[src/rtl/tdm_sync_pkg.sv]
package tdm_sync_pkg;
  typedef enum logic [1:0] {
    ST_IDLE = 2'd0,
    ST_HUNT = 2'd1,
    ST_LOCK = 2'd2
  } frm_state_e;
endpackage

[src/rtl/tdm_sync_cdc.sv]
module tdm_sync_cdc #(
  parameter int WIDTH  = 2,
  parameter int STAGES = 2
) (
  input  logic             clk_i,
  input  logic             rst_ni,
  input  logic [WIDTH-1:0] d_i,
  output logic [WIDTH-1:0] q_o
);
  logic [WIDTH-1:0] stage_q [STAGES];

  for (genvar s = 0; s < STAGES; s++) begin : g_stage
    if (s == 0) begin : g_first
      always_ff @(posedge clk_i or negedge rst_ni) begin
        if (!rst_ni) stage_q[0] <= '0;
        else         stage_q[0] <= d_i;
      end
    end else begin : g_next
      always_ff @(posedge clk_i or negedge rst_ni) begin
        if (!rst_ni) stage_q[s] <= '0;
        else         stage_q[s] <= stage_q[s-1];
      end
    end
  end

  assign q_o = stage_q[STAGES-1];
endmodule

[src/rtl/tdm_sync_edge.sv]
module tdm_sync_edge #(
  parameter int CNT_W = 16
) (
  input  logic                    clk_i,
  input  logic                    rst_ni,
  input  logic                    en_i,
  input  logic                    lvl_i,
  input  logic                    pol_i,
  input  logic [CNT_W-1:0]        nsamp_i,
  input  logic signed [CNT_W-1:0] shift_i,
  output logic                    stb_o
);
  localparam int DLY_W = CNT_W + 1;

  logic [CNT_W-1:0] nsamp_eff, run_q;
  logic [DLY_W-1:0] dly_q, wait_d;
  logic [DLY_W:0]   wait_s;
  logic             level_q, pend_q, stb_q, run_done, start_edge;

  assign nsamp_eff  = (nsamp_i == '0) ? CNT_W'(1) : nsamp_i;
  assign run_done   = ({1'b0, run_q} + (CNT_W+1)'(1)) >= {1'b0, nsamp_eff};
  assign start_edge = lvl_i ^ pol_i;
  // filter plus sync latency already spent; remainder is 2 + shift
  assign wait_s     = {{2{shift_i[CNT_W-1]}}, shift_i} + (DLY_W+1)'(2);
  assign wait_d     = wait_s[DLY_W] ? '0 : wait_s[DLY_W-1:0];

  always_ff @(posedge clk_i or negedge rst_ni) begin
    if (!rst_ni) begin
      level_q <= 1'b0;
      run_q   <= '0;
      pend_q  <= 1'b0;
      dly_q   <= '0;
      stb_q   <= 1'b0;
    end else if (!en_i) begin
      level_q <= lvl_i;
      run_q   <= '0;
      pend_q  <= 1'b0;
      dly_q   <= '0;
      stb_q   <= 1'b0;
    end else begin
      stb_q <= 1'b0;
      if (pend_q) begin
        if (dly_q == DLY_W'(1)) begin
          stb_q  <= 1'b1;
          pend_q <= 1'b0;
        end
        dly_q <= dly_q - DLY_W'(1);
      end
      if (lvl_i != level_q) begin
        if (run_done) begin
          level_q <= lvl_i;
          run_q   <= '0;
          if (start_edge) begin
            if (wait_d == '0) begin
              stb_q  <= 1'b1;
              pend_q <= 1'b0;
            end else begin
              pend_q <= 1'b1;
            end
            dly_q <= wait_d;
          end
        end else begin
          run_q <= run_q + CNT_W'(1);
        end
      end else begin
        run_q <= '0;
      end
    end
  end

  assign stb_o = stb_q;
endmodule

[src/rtl/tdm_sync_sample.sv]
module tdm_sync_sample #(
  parameter int CNT_W = 16
) (
  input  logic             clk_i,
  input  logic             rst_ni,
  input  logic             en_i,
  input  logic             lvl_i,
  input  logic             pol_i,
  input  logic [CNT_W-1:0] delay_i,
  input  logic             bit_stb_i,
  output logic             vld_o,
  output logic             val_o
);
  logic [CNT_W-1:0] cnt_q;
  logic             pend_q, vld_q, val_q, act;

  assign act = lvl_i ^ pol_i;

  always_ff @(posedge clk_i or negedge rst_ni) begin
    if (!rst_ni) begin
      cnt_q  <= '0;
      pend_q <= 1'b0;
      vld_q  <= 1'b0;
      val_q  <= 1'b0;
    end else if (!en_i) begin
      cnt_q  <= '0;
      pend_q <= 1'b0;
      vld_q  <= 1'b0;
      val_q  <= 1'b0;
    end else begin
      vld_q <= 1'b0;
      if (pend_q) begin
        if (cnt_q == CNT_W'(1)) begin
          vld_q  <= 1'b1;
          val_q  <= act;
          pend_q <= 1'b0;
        end
        cnt_q <= cnt_q - CNT_W'(1);
      end
      if (bit_stb_i) begin
        if (delay_i == '0) begin
          vld_q  <= 1'b1;
          val_q  <= act;
          pend_q <= 1'b0;
        end else begin
          pend_q <= 1'b1;
          cnt_q  <= delay_i;
        end
      end
    end
  end

  assign vld_o = vld_q;
  assign val_o = val_q;
endmodule

[src/rtl/tdm_sync_frame.sv]
module tdm_sync_frame
  import tdm_sync_pkg::*;
#(
  parameter int SLOT_W = 10,
  parameter int LEAD_W = 5
) (
  input  logic              clk_i,
  input  logic              rst_ni,
  input  logic              en_i,
  input  logic              samp_vld_i,
  input  logic              samp_val_i,
  input  logic [SLOT_W-1:0] slots_i,
  input  logic              frame_bit_i,
  input  logic [LEAD_W-1:0] lead_i,
  output logic              frame_stb_o,
  output logic              good_o,
  output logic              miss_o,
  output logic              extra_o
);
  localparam int LEN_W = SLOT_W + 4;

  frm_state_e       state_q;
  logic [LEN_W-1:0] frame_len, len_eff, lead_ext, exp_pos, idx_q, nidx;
  logic             prev_q, xtra_q, frm_q, good_q, miss_q, extra_q, start;

  assign frame_len = {1'b0, slots_i, 3'b000} + LEN_W'(frame_bit_i);
  assign len_eff   = (frame_len == '0) ? LEN_W'(1) : frame_len;
  assign lead_ext  = LEN_W'(lead_i);
  assign exp_pos   = (lead_ext == '0 || lead_ext >= len_eff) ? '0 : len_eff - lead_ext;
  assign nidx      = (idx_q >= len_eff - LEN_W'(1)) ? '0 : idx_q + LEN_W'(1);
  assign start     = samp_val_i & ~prev_q;

  always_ff @(posedge clk_i or negedge rst_ni) begin
    if (!rst_ni) begin
      state_q <= ST_IDLE;
      idx_q   <= '0;
      prev_q  <= 1'b0;
      xtra_q  <= 1'b0;
      frm_q   <= 1'b0;
      good_q  <= 1'b0;
      miss_q  <= 1'b0;
      extra_q <= 1'b0;
    end else if (!en_i) begin
      state_q <= ST_IDLE;
      idx_q   <= '0;
      prev_q  <= 1'b0;
      xtra_q  <= 1'b0;
      frm_q   <= 1'b0;
      good_q  <= 1'b0;
      miss_q  <= 1'b0;
      extra_q <= 1'b0;
    end else begin
      frm_q   <= 1'b0;
      miss_q  <= 1'b0;
      extra_q <= 1'b0;
      if (state_q == ST_IDLE) state_q <= ST_HUNT;
      if (samp_vld_i) begin
        prev_q <= samp_val_i;
        case (state_q)
          ST_HUNT: begin
            if (start) begin
              state_q <= ST_LOCK;
              idx_q   <= exp_pos;
              frm_q   <= (exp_pos == '0);
              xtra_q  <= 1'b0;
            end
          end
          ST_LOCK: begin
            idx_q <= nidx;
            frm_q <= (nidx == '0);
            if (nidx == exp_pos) begin
              miss_q  <= ~start;
              extra_q <= xtra_q;
              good_q  <= start & ~xtra_q;
              xtra_q  <= 1'b0;
            end else if (start) begin
              xtra_q <= 1'b1;
            end
          end
          default: ;
        endcase
      end
    end
  end

  assign frame_stb_o = frm_q;
  assign good_o      = good_q;
  assign miss_o      = miss_q;
  assign extra_o     = extra_q;
endmodule

[src/rtl/tdm_sync_rx.sv]
module tdm_sync_rx #(
  parameter int CNT_W  = 16,
  parameter int SLOT_W = 10,
  parameter int LEAD_W = 5
) (
  input  logic                    clk_i,
  input  logic                    rst_ni,
  input  logic                    enable_i,
  input  logic                    bclk_i,
  input  logic                    fsync_i,
  input  logic                    bclk_pol_i,
  input  logic                    fsync_pol_i,
  input  logic [CNT_W-1:0]        edge_samples_i,
  input  logic signed [CNT_W-1:0] edge_shift_i,
  input  logic [CNT_W-1:0]        fsync_delay_i,
  input  logic [SLOT_W-1:0]       slot_count_i,
  input  logic                    frame_bit_i,
  input  logic [LEAD_W-1:0]       sync_lead_i,
  output logic                    bit_stb_o,
  output logic                    frame_stb_o,
  output logic                    sync_good_o,
  output logic                    sync_miss_o,
  output logic                    sync_extra_o
);
  localparam int SYNC_STAGES = 2;

  logic [1:0] pins_s;
  logic       samp_vld, samp_val;

  tdm_sync_cdc #(.WIDTH(2), .STAGES(SYNC_STAGES)) i_cdc (
    .clk_i  (clk_i),
    .rst_ni (rst_ni),
    .d_i    ({fsync_i, bclk_i}),
    .q_o    (pins_s)
  );

  tdm_sync_edge #(.CNT_W(CNT_W)) i_edge (
    .clk_i   (clk_i),
    .rst_ni  (rst_ni),
    .en_i    (enable_i),
    .lvl_i   (pins_s[0]),
    .pol_i   (bclk_pol_i),
    .nsamp_i (edge_samples_i),
    .shift_i (edge_shift_i),
    .stb_o   (bit_stb_o)
  );

  tdm_sync_sample #(.CNT_W(CNT_W)) i_sample (
    .clk_i     (clk_i),
    .rst_ni    (rst_ni),
    .en_i      (enable_i),
    .lvl_i     (pins_s[1]),
    .pol_i     (fsync_pol_i),
    .delay_i   (fsync_delay_i),
    .bit_stb_i (bit_stb_o),
    .vld_o     (samp_vld),
    .val_o     (samp_val)
  );

  tdm_sync_frame #(.SLOT_W(SLOT_W), .LEAD_W(LEAD_W)) i_frame (
    .clk_i       (clk_i),
    .rst_ni      (rst_ni),
    .en_i        (enable_i),
    .samp_vld_i  (samp_vld),
    .samp_val_i  (samp_val),
    .slots_i     (slot_count_i),
    .frame_bit_i (frame_bit_i),
    .lead_i      (sync_lead_i),
    .frame_stb_o (frame_stb_o),
    .good_o      (sync_good_o),
    .miss_o      (sync_miss_o),
    .extra_o     (sync_extra_o)
  );
endmodule

[config.mk]
export PLATFORM = sky130hd
export DESIGN_NAME = tdm_sync_rx
export DESIGN_NICKNAME = d
export VERILOG_FILES = /design/src/rtl/tdm_sync_pkg.sv /design/src/rtl/tdm_sync_cdc.sv /design/src/rtl/tdm_sync_edge.sv /design/src/rtl/tdm_sync_sample.sv /design/src/rtl/tdm_sync_frame.sv /design/src/rtl/tdm_sync_rx.sv
export SDC_FILE = /design/constraint.sdc
export NUM_CORES = 1
export LEC_CHECK = 0
export CAP_MARGIN = 20
export CORE_AREA = 5 5 119 121
export CTS_BUF_LIST = sky130_fd_sc_hd__clkbuf_8
export CTS_CLUSTER_DIAMETER = 50
export DETAILED_ROUTE_END_ITERATION = 8
export DIE_AREA = 0 0 124 126
export PLACE_DENSITY = 0.78
export SYNTH_ARGS = -nofsm -noshare
export SYNTH_HDL_FRONTEND = slang
export SYNTH_SLANG_ARGS = --single-unit
[constraint.sdc]
create_clock -name clk_i -period 2.9 [get_ports clk_i]
set_input_delay 0.58 -clock clk_i [delete_from_list [all_inputs] [get_ports clk_i]]
set_output_delay 0.58 -clock clk_i [all_outputs]
set_load 0.005 [all_outputs]
==> impl_table.tex, run 1 <==
\begin{tabular}{lr}
\hline
Metric & Value \\
\hline
\multicolumn{2}{l}{\textbf{Layout}} \\
\quad Net total in the final layout & 1134 \\
\quad Filler instances & 919 \\
\quad Highest-count cells in the layout ignoring fill and taps & buf\_4 (146), dfrtp\_1 (81), nor2\_1 (68) \\
\quad Fraction of layout instances using a drive strength above 1 & 31.3\% \\
\quad Most common cell after layout, fill and taps aside & buf\_4 \\
\quad Layout-stage area growth over the synthesis result & 47.3\% \\
\quad Ant. Diodes & 0 \\
\multicolumn{2}{l}{\textbf{Setup path}} \\
\quad Startpoint of the lowest-slack register-to-register path & i\_edge.run\_q[4] \\
\quad Endpoint class of the critical path & flip-flop \\
\quad Setup slack on the worst flop-to-flop path & -400 ps \\
\quad Critical R2R Capture & i\_edge.pend\_q \\
\quad CP Max Fanout & 12 \\
\quad Startpoint type of the worst setup path & primary input \\
\quad Worst EP arrival & 4650 ps \\
\quad Required @ worst endpoint & 3190 ps \\
\quad Critical Setup Path Class & primary input to flip-flop \\
\quad Count of cells along the worst register-to-register path & 14 \\
\multicolumn{2}{l}{\textbf{Pwr}} \\
\quad Switching power total & 0.847 mW \\
\quad Power Total & 2.78 mW \\
\quad Power Dens Cells & 282 nW/um\^{}2 \\
\quad Sw frac & 30.5\% \\
\quad Share of total power in sequential cells & 41.5\% \\
\quad Share of total power in the clock network & 32.3\% \\
\quad Comb pwr share & 26.2\% \\
\quad Max VDD drop & 0.254 mV \\
\quad Leakage power & 4.32 nW \\
\quad Design internal power & 1.93 mW \\
\multicolumn{2}{l}{\textbf{Clock tree}} \\
\quad H-tree levels & 3 \\
\quad Clock Root Buffer & clkbuf\_8 \\
\quad Bufs on Longest Clock Path & 2 \\
\quad Clock tree from TritonCTS & built \\
\quad Clock sink total & 81 \\
\quad Hold buffer count at cts & 0 \\
\quad Clock Latency Late Sink & 380 ps \\
\quad Number of buffers created by CTS & 9 \\
\quad Clk pin slew, worst setup/hold paths & 80 ps \\
\multicolumn{2}{l}{\textbf{Hold path}} \\
\quad Type of the most critical hold path & primary input to async pin \\
\multicolumn{2}{l}{\textbf{STA}} \\
\quad Relative max-transition margin & 44.1\% \\
\quad Fin. Hold Viols & 0 \\
\quad Crit share post-route & 151\% \\
\quad Worst setup margin & -1470 ps \\
\quad Setup clock skew after layout & 15.7 ps \\
\quad Final Setup Violations & 55 \\
\quad Max-slew violation total from the final report & 0 \\
\quad RSZ-0062 raised after global routing & yes \\
\quad Fmax & 229 MHz \\
\quad Crit path time final & 4370 ps \\
\quad Actual transition at the worst max-transition pin & 839 ps \\
\multicolumn{2}{l}{\textbf{Yosys}} \\
\quad Post-synthesis net count & 911 \\
\quad Netlist cell types & 83 \\
\quad Syn Area/Cell & 8.41 sq um \\
\quad Synthesized cell area & 6690 sq um \\
\quad Top cell type by total area after synthesis & dfrtp\_1 \\
\quad Synthesized instance count & 795 \\
\quad Post-synth EDFFs & 0 \\
\quad Post-synth top flop & dfrtp\_1 \\
\quad Post-synth top area share & 30.3\% \\
\quad Async SR Flop Fraction & 100\% \\
\quad Top post-synthesis cells by area & dfrtp\_1 (30\%), ha\_1 (8.4\%), xnor2\_1 (7.1\%) \\
\quad Sequential area share after synthesis & 30.3\% \\
\quad Synthesis Warnings & 0 \\
\quad Post-synthesis register bit count & 81 \\
\multicolumn{2}{l}{\textbf{Global route}} \\
\quad Residual overflow from global routing & 0 \\
\quad Maximum number of pins on one net before global-route repair & 47 \\
\quad Global-route wire length before repair & 33500 um \\
\quad Initial antenna violation count & 0 \\
\quad Overall Global Routing Usage & 26.5\% \\
\quad Number of global-route vias before repair & 7202 \\
\multicolumn{2}{l}{\textbf{Detailed routing}} \\
\quad Mean routed wirelength per cell & 18.7 um \\
\quad Residual antenna-violating net count after detailed routing & 0 \\
\quad Detailed-route DRC error count & 0 \\
\quad Vias after detailed routing & 7211 \\
\quad Iteration count of the initial detailed-routing pass & 6 \\
\quad Via-to-Cell Ratio & 6.01 \\
\quad Iteration-0 DRC count of the detailed router & 459 \\
\quad Routed WL & 22400 um \\
\multicolumn{2}{l}{\textbf{Floorplanning}} \\
\quad Boundary Pins & 76 \\
\quad Die height & 126 um \\
\quad Std-Cell Rows & 42 \\
\quad Core footprint & 13000 sq um \\
\quad Horizontal die dimension & 124 um \\
\quad Initial Utilization & 51.5\% \\
\quad Die outline area & 15600 sq um \\
\multicolumn{2}{l}{\textbf{Placed design}} \\
\quad Gp weighted congestion & 0.983 \\
\quad Port Buffers & 75 \\
\quad Worst setup timing slack at the placement stage & -2160 ps \\
\quad Estimated wirelength of the detail-placed design & 14200 um \\
\multicolumn{2}{l}{\textbf{Outcome}} \\
\quad Violated checks & setup timing \\
\quad Status & complete, but fails checks \\
\multicolumn{2}{l}{\textbf{Run}} \\
\quad Number of violations of the max-capacitance limit & 0 \\
\hline
\end{tabular}
critical path: stages:
cell,delay (ps)
buf_6,90
or3_4,380
or2_4,270
or3_4,390
nor3_4,180
buf_4,130
xnor2_1,120
ha_1,290
a211oi_2,240
o21ai_1,110
a21oi_2,210
o21ai_2,120
buf_6,160
or4_1,520
o211ai_1,120
nand4_1,230
nor3_4,260
mux2i_1,240
kinds of logic after synthesis:
| kind of cell | Yosys count | share of synthesized area [%] |
|---|---|---|
| AND/OR/NAND/NOR | 334 | 26.5 |
| adder cells (fa/ha/maj) | 45 | 8.42 |
| buffers and inverters | 78 | 5.67 |
| multiplexers | 3 | 0.468 |
| XOR/XNOR | 85 | 11.3 |
| other | 1 | 0.0561 |
| AO/OA/AOI/OAI | 168 | 17.2 |
| flip-flops | 81 | 30.3 |
flip-flops by register name (all words and copies together) (netlist names), 2 cells and up:
signal / count
i_cdc.q_o: 2
i_cdc.stage_q: 2
i_edge.dly_q: 17
i_edge.run_q: 16
i_frame.idx_q: 14
i_frame.state_q: 2
i_sample.cnt_q: 16
power by group through the flow:
stage | clock [mW] | combinational [mW] | sequential (mW)
after floorplan | 0 | 0.277 | 1.17
after global placement | 0 | 0.598 | 1.17
after detailed placement | 0 | 0.607 | 1.18
after CTS | 0.896 | 0.661 | 1.15
after global routing | 0.958 | 0.780 | 1.16
final | 0.897 | 0.730 | 1.15
layer usage:
metal  part of all wire [%]  vias up  GRT usage [%]
met2                     49      340           45.1
li1                       -     3352              -
met4                    4.4        0           11.7
met3                    6.5       91           4.62
met1                     40     3428           32.5
met5                      0        -              0
through the flow:
stage | cell area (sq um) | std cells | utilization [%] | setup TNS, ps | hold WS (ps)
2_1_floorplan | 6740 | 795 | - | -15530 | 284
3_3_place_gp | 8540 | 1149 | 65.8 | -41740 | 333
3_5_place_dp | 8540 | 1149 | 65.8 | -46130 | 340
4_1_cts | 9410 | 1187 | 72.5 | -15210 | 210
5_1_grt | 9850 | 1199 | 75.9 | -36260 | 235
6_report | 9850 | 1199 | 75.9 | -29530 | 199
synthesized netlist by cell type, drive strengths merged, types with 8 or more instances:
cell     n
nand4   18
or3      9
o21ai   29
nand2   53
xor2    30
nor3    27
a31oi   17
nor2    85
dfrtp   81
a211oi  16
and3    19
o22ai   13
buf      8
a22o     9
nor4    26
nor2b   21
a21oi   25
or4      8
nand3   34
xnor2   54
ha      45
inv     42
clkbuf  27
layout make-up:
class	instances	area [sq um]	area share (%)
clock buffers	10	138	1.40
clock inverters	6	75.1	0.762
flip-flops and latches	81	2030	20.6
multi-input cells	638	5090	51.7
well taps	176	220	2.23
repair buffers	246	2140	21.7
inverters	42	160	1.63
how the worst max path moves through the flow:
stage	from	endpoint	slack (ps)	cells past startpoint
after floorplan	frame_bit_i	i_frame.xtra_q	-1500	16
after global placement	frame_bit_i	i_frame.good_o	-1980	17
after detailed placement	frame_bit_i	i_frame.good_o	-2160	17
after CTS	frame_bit_i	i_frame.good_o	-1410	18
after global routing	slot_count_i[0]	i_frame.good_o	-1610	19
final	slot_count_i[0]	i_frame.good_o	-1470	18
timing repair:
| item | CTS | global route |
|---|---|---|
| setup endpoints to repair | 55 | 55 |
| cloned | 5 | 1 |
| resized for setup | 140 | 78 |
| pin swaps | 74 | 65 |
| buffers inserted | 18 | 16 |
Power figures use the tool's default switching activity.
==> run 2, diff against run 1 <==
--- a/config.mk
+++ b/config.mk
@@ -11,6 +11,7 @@
 export CTS_CLUSTER_DIAMETER = 50
 export DETAILED_ROUTE_END_ITERATION = 8
 export DIE_AREA = 0 0 124 126
+export GPL_TIMING_DRIVEN = 0
 export PLACE_DENSITY = 0.78
 export SYNTH_ARGS = -nofsm -noshare
 export SYNTH_HDL_FRONTEND = slang
==> impl_table.tex, run 2 (synthesized netlist as in run 1, its figures left out) <==
\begin{tabular}{lr}
\hline
Metric & Value \\
\hline
\multicolumn{2}{l}{\textbf{STA}} \\
\quad Final Setup Violations & 55 (unchanged) \\
\quad Worst setup margin & -1420 ps (+50.1 ps) \\
\quad Hold slack final & 35.0 ps (-164 ps) \\
\quad Setup clock skew after layout & 11.2 ps (-4.47 ps) \\
\quad Fin. Hold Viols & 0 (unchanged) \\
\quad RSZ-0062 raised after global routing & yes \\
\quad Crit path time final & 4320 ps (-50.1 ps) \\
\quad Crit share post-route & 149\% (-1.7 points) \\
\quad Max-slew violation total from the final report & 0 (unchanged) \\
\quad Fmax & 232 MHz (+1.2\%) \\
\quad Relative max-transition margin & 48.6\% (+4.6 points) \\
\quad Actual transition at the worst max-transition pin & 768 ps (-71.4 ps) \\
\multicolumn{2}{l}{\textbf{Global route}} \\
\quad Residual overflow from global routing & 0 (unchanged) \\
\quad Global-route wire length before repair & 30200 um (-9.8\%) \\
\quad Overall Global Routing Usage & 23.8\% (-2.7 points) \\
\quad Number of global-route vias before repair & 6412 (-11\%) \\
\quad Maximum number of pins on one net before global-route repair & 72 (+53\%) \\
\quad Initial antenna violation count & 0 (unchanged) \\
\multicolumn{2}{l}{\textbf{Detailed routing}} \\
\quad Via-to-Cell Ratio & 6.00 (-0.16\%) \\
\quad Iteration-0 DRC count of the detailed router & 546 (+19\%) \\
\quad Routed WL & 19700 um (-12\%) \\
\quad Detailed-route DRC error count & 0 (unchanged) \\
\quad Vias after detailed routing & 6611 (-8.3\%) \\
\quad Residual antenna-violating net count after detailed routing & 0 (unchanged) \\
\quad Iteration count of the initial detailed-routing pass & 7 (+1) \\
\quad Mean routed wirelength per cell & 17.9 um (-4.0\%) \\
\multicolumn{2}{l}{\textbf{Clock tree}} \\
\quad Number of buffers created by CTS & 9 (unchanged) \\
\quad Clock tree from TritonCTS & built \\
\quad H-tree levels & 3 (unchanged) \\
\quad Clock Root Buffer & clkbuf\_8 \\
\quad Clock sink total & 81 (unchanged) \\
\quad Bufs on Longest Clock Path & 2 (unchanged) \\
\quad Clk pin slew, worst setup/hold paths & 90 ps (about the same) \\
\quad Clock Latency Late Sink & 380 ps (about the same) \\
\multicolumn{2}{l}{\textbf{Setup path}} \\
\quad Required @ worst endpoint & 3210 ps (+20 ps) \\
\quad Critical Setup Path Class & primary input to flip-flop \\
\quad Startpoint type of the worst setup path & primary input \\
\quad Endpoint class of the critical path & flip-flop \\
\quad Worst Setup EP & i\_frame.good\_o \\
\quad Setup slack on the worst flop-to-flop path & -370 ps (+30 ps) \\
\quad Critical R2R Capture & i\_edge.dly\_q[5] \\
\quad Count of cells along the worst register-to-register path & 17 (+3) \\
\quad CP Max Fanout & 3 (-9) \\
\quad Worst EP arrival & 4620 ps (-30 ps) \\
\quad Startpoint of the lowest-slack register-to-register path & i\_edge.run\_q[0] \\
\quad Source of the critical timing path & slot\_count\_i[0] \\
\multicolumn{2}{l}{\textbf{Layout}} \\
\quad Utilization after layout & 68.8\% (-7.1 points) \\
\quad Flip-flop count of the largest register after layout & 17 (unchanged) \\
\quad Most flop-heavy register & i\_edge.dly\_q \\
\quad Highest-count cells in the layout ignoring fill and taps & dfrtp\_1 (81), nor2\_1 (70), clkdlybuf4s50\_1 (58) \\
\quad Net total in the final layout & 1036 (-8.6\%) \\
\quad Layout Cells excl Fill & 1101 (-8.2\%) \\
\quad Layout-stage area growth over the synthesis result & 33.5\% \\
\quad Ant. Diodes & 0 (unchanged) \\
\quad Largest registers & i\_edge.dly\_q x17, i\_edge.run\_q x16, i\_sample.cnt\_q x16 \\
\quad Most common cell after layout, fill and taps aside & dfrtp\_1 \\
\quad Fraction of layout instances using a drive strength above 1 & 20.5\% (-11 points) \\
\quad Filler instances & 1023 (+11\%) \\
\multicolumn{2}{l}{\textbf{Pwr}} \\
\quad Leakage power & 3.77 nW (-13\%) \\
\quad Max VDD drop & 0.309 mV (+21\%) \\
\quad Power Dens Cells & 292 nW/um\^{}2 (+3.5\%) \\
\multicolumn{2}{l}{\textbf{Floorplanning}} \\
\quad Die height & 126 um (unchanged) \\
\quad Die outline area & 15600 sq um (unchanged) \\
\quad Initial Utilization & 51.5\% (unchanged) \\
\quad Boundary Pins & 76 (unchanged) \\
\quad Std-Cell Rows & 42 (unchanged) \\
\quad Core footprint & 13000 sq um (unchanged) \\
\quad Horizontal die dimension & 124 um (unchanged) \\
\multicolumn{2}{l}{\textbf{Placed design}} \\
\quad Estimated wirelength of the detail-placed design & 12900 um (-8.9\%) \\
\quad Worst setup timing slack at the placement stage & -2250 ps (-94.8 ps) \\
\quad Placed cells & 1040 (-9.5\%) \\
\quad Port Buffers & 68 (-9.3\%) \\
\quad Gp weighted congestion & 0.955 (-2.9\%) \\
\multicolumn{2}{l}{\textbf{Hold path}} \\
\quad Type of the most critical hold path & primary input to async pin \\
\multicolumn{2}{l}{\textbf{Outcome}} \\
\quad Status & complete, but fails checks \\
\quad Violated checks & setup timing \\
\multicolumn{2}{l}{\textbf{Run}} \\
\quad Number of violations of the max-capacitance limit & 0 (unchanged) \\
\hline
\end{tabular}
[run 2: metrics by stage]
stage          power, mW  area [sq um]  TNS [ps]
2_1_floorplan       1.45          6740    -15530
3_3_place_gp        1.66          7640   -183310
5_1_grt             2.72          8930    -27850
6_report            2.61          8930    -21260
4_1_cts             2.57          8570    -15110
3_5_place_dp        1.67          7670    -57190
[run 2: worst min-delay path by stage]
stage,end,start
floorplan,i_cdc.q_o[0],rst_ni
global placement,i_cdc.q_o[1],i_cdc.stage_q[3]
detailed placement,i_cdc.q_o[1],i_cdc.stage_q[3]
CTS,i_sample.cnt_q[13],rst_ni
global route,i_sample.cnt_q[7],rst_ni
finish,i_sample.cnt_q[7],rst_ni
[run 2: layer usage]
metal  track usage (%)  wire length [um]
met5                 0                 0
met4              8.51               450
met3              3.77              1210
met2              38.1              9610
met1              32.4              8440
[run 2: cell type report]
type	instances	area [sq um]	area share, %
inverters	42	160	1.79
repair buffers	117	1150	12.8
clock inverters	7	77.6	0.869
multi-input cells	636	4930	55.2
flip-flops and latches	81	2030	22.7
plain buffers	33	243	2.72
clock buffers	9	124	1.39
well taps	176	220	2.47
[run 2: critical path, stage by stage]
cell      delay (ps)
buf_8             90
or3_4            370
or2_4            240
or3_4            350
nor3_4           140
nand2b_1         110
nor2_1           130
xnor2_1          150
ha_1             270
a21o_1           180
a21o_1           180
a21oi_2          150
o21ai_2          110
or4_4            550
a22o_4           230
a221o_1          390
nor3_4           190
mux2i_1          210
[run 2: repair_timing]
item	4_1_cts	5_1_grt
setup endpoints to repair	55	55
gates cloned	3	1
buffers inserted	34	14
pin swaps	53	32
hold buffers	0	0
resized for setup	118	64
[run 2: where the power goes]
group,internal [mW],switching (mW),total (mW)
Clock,0.405,0.464,0.869
Sequential,1.14,0.0150,1.16
Combinational,0.266,0.319,0.585
Total,1.81,0.798,2.61
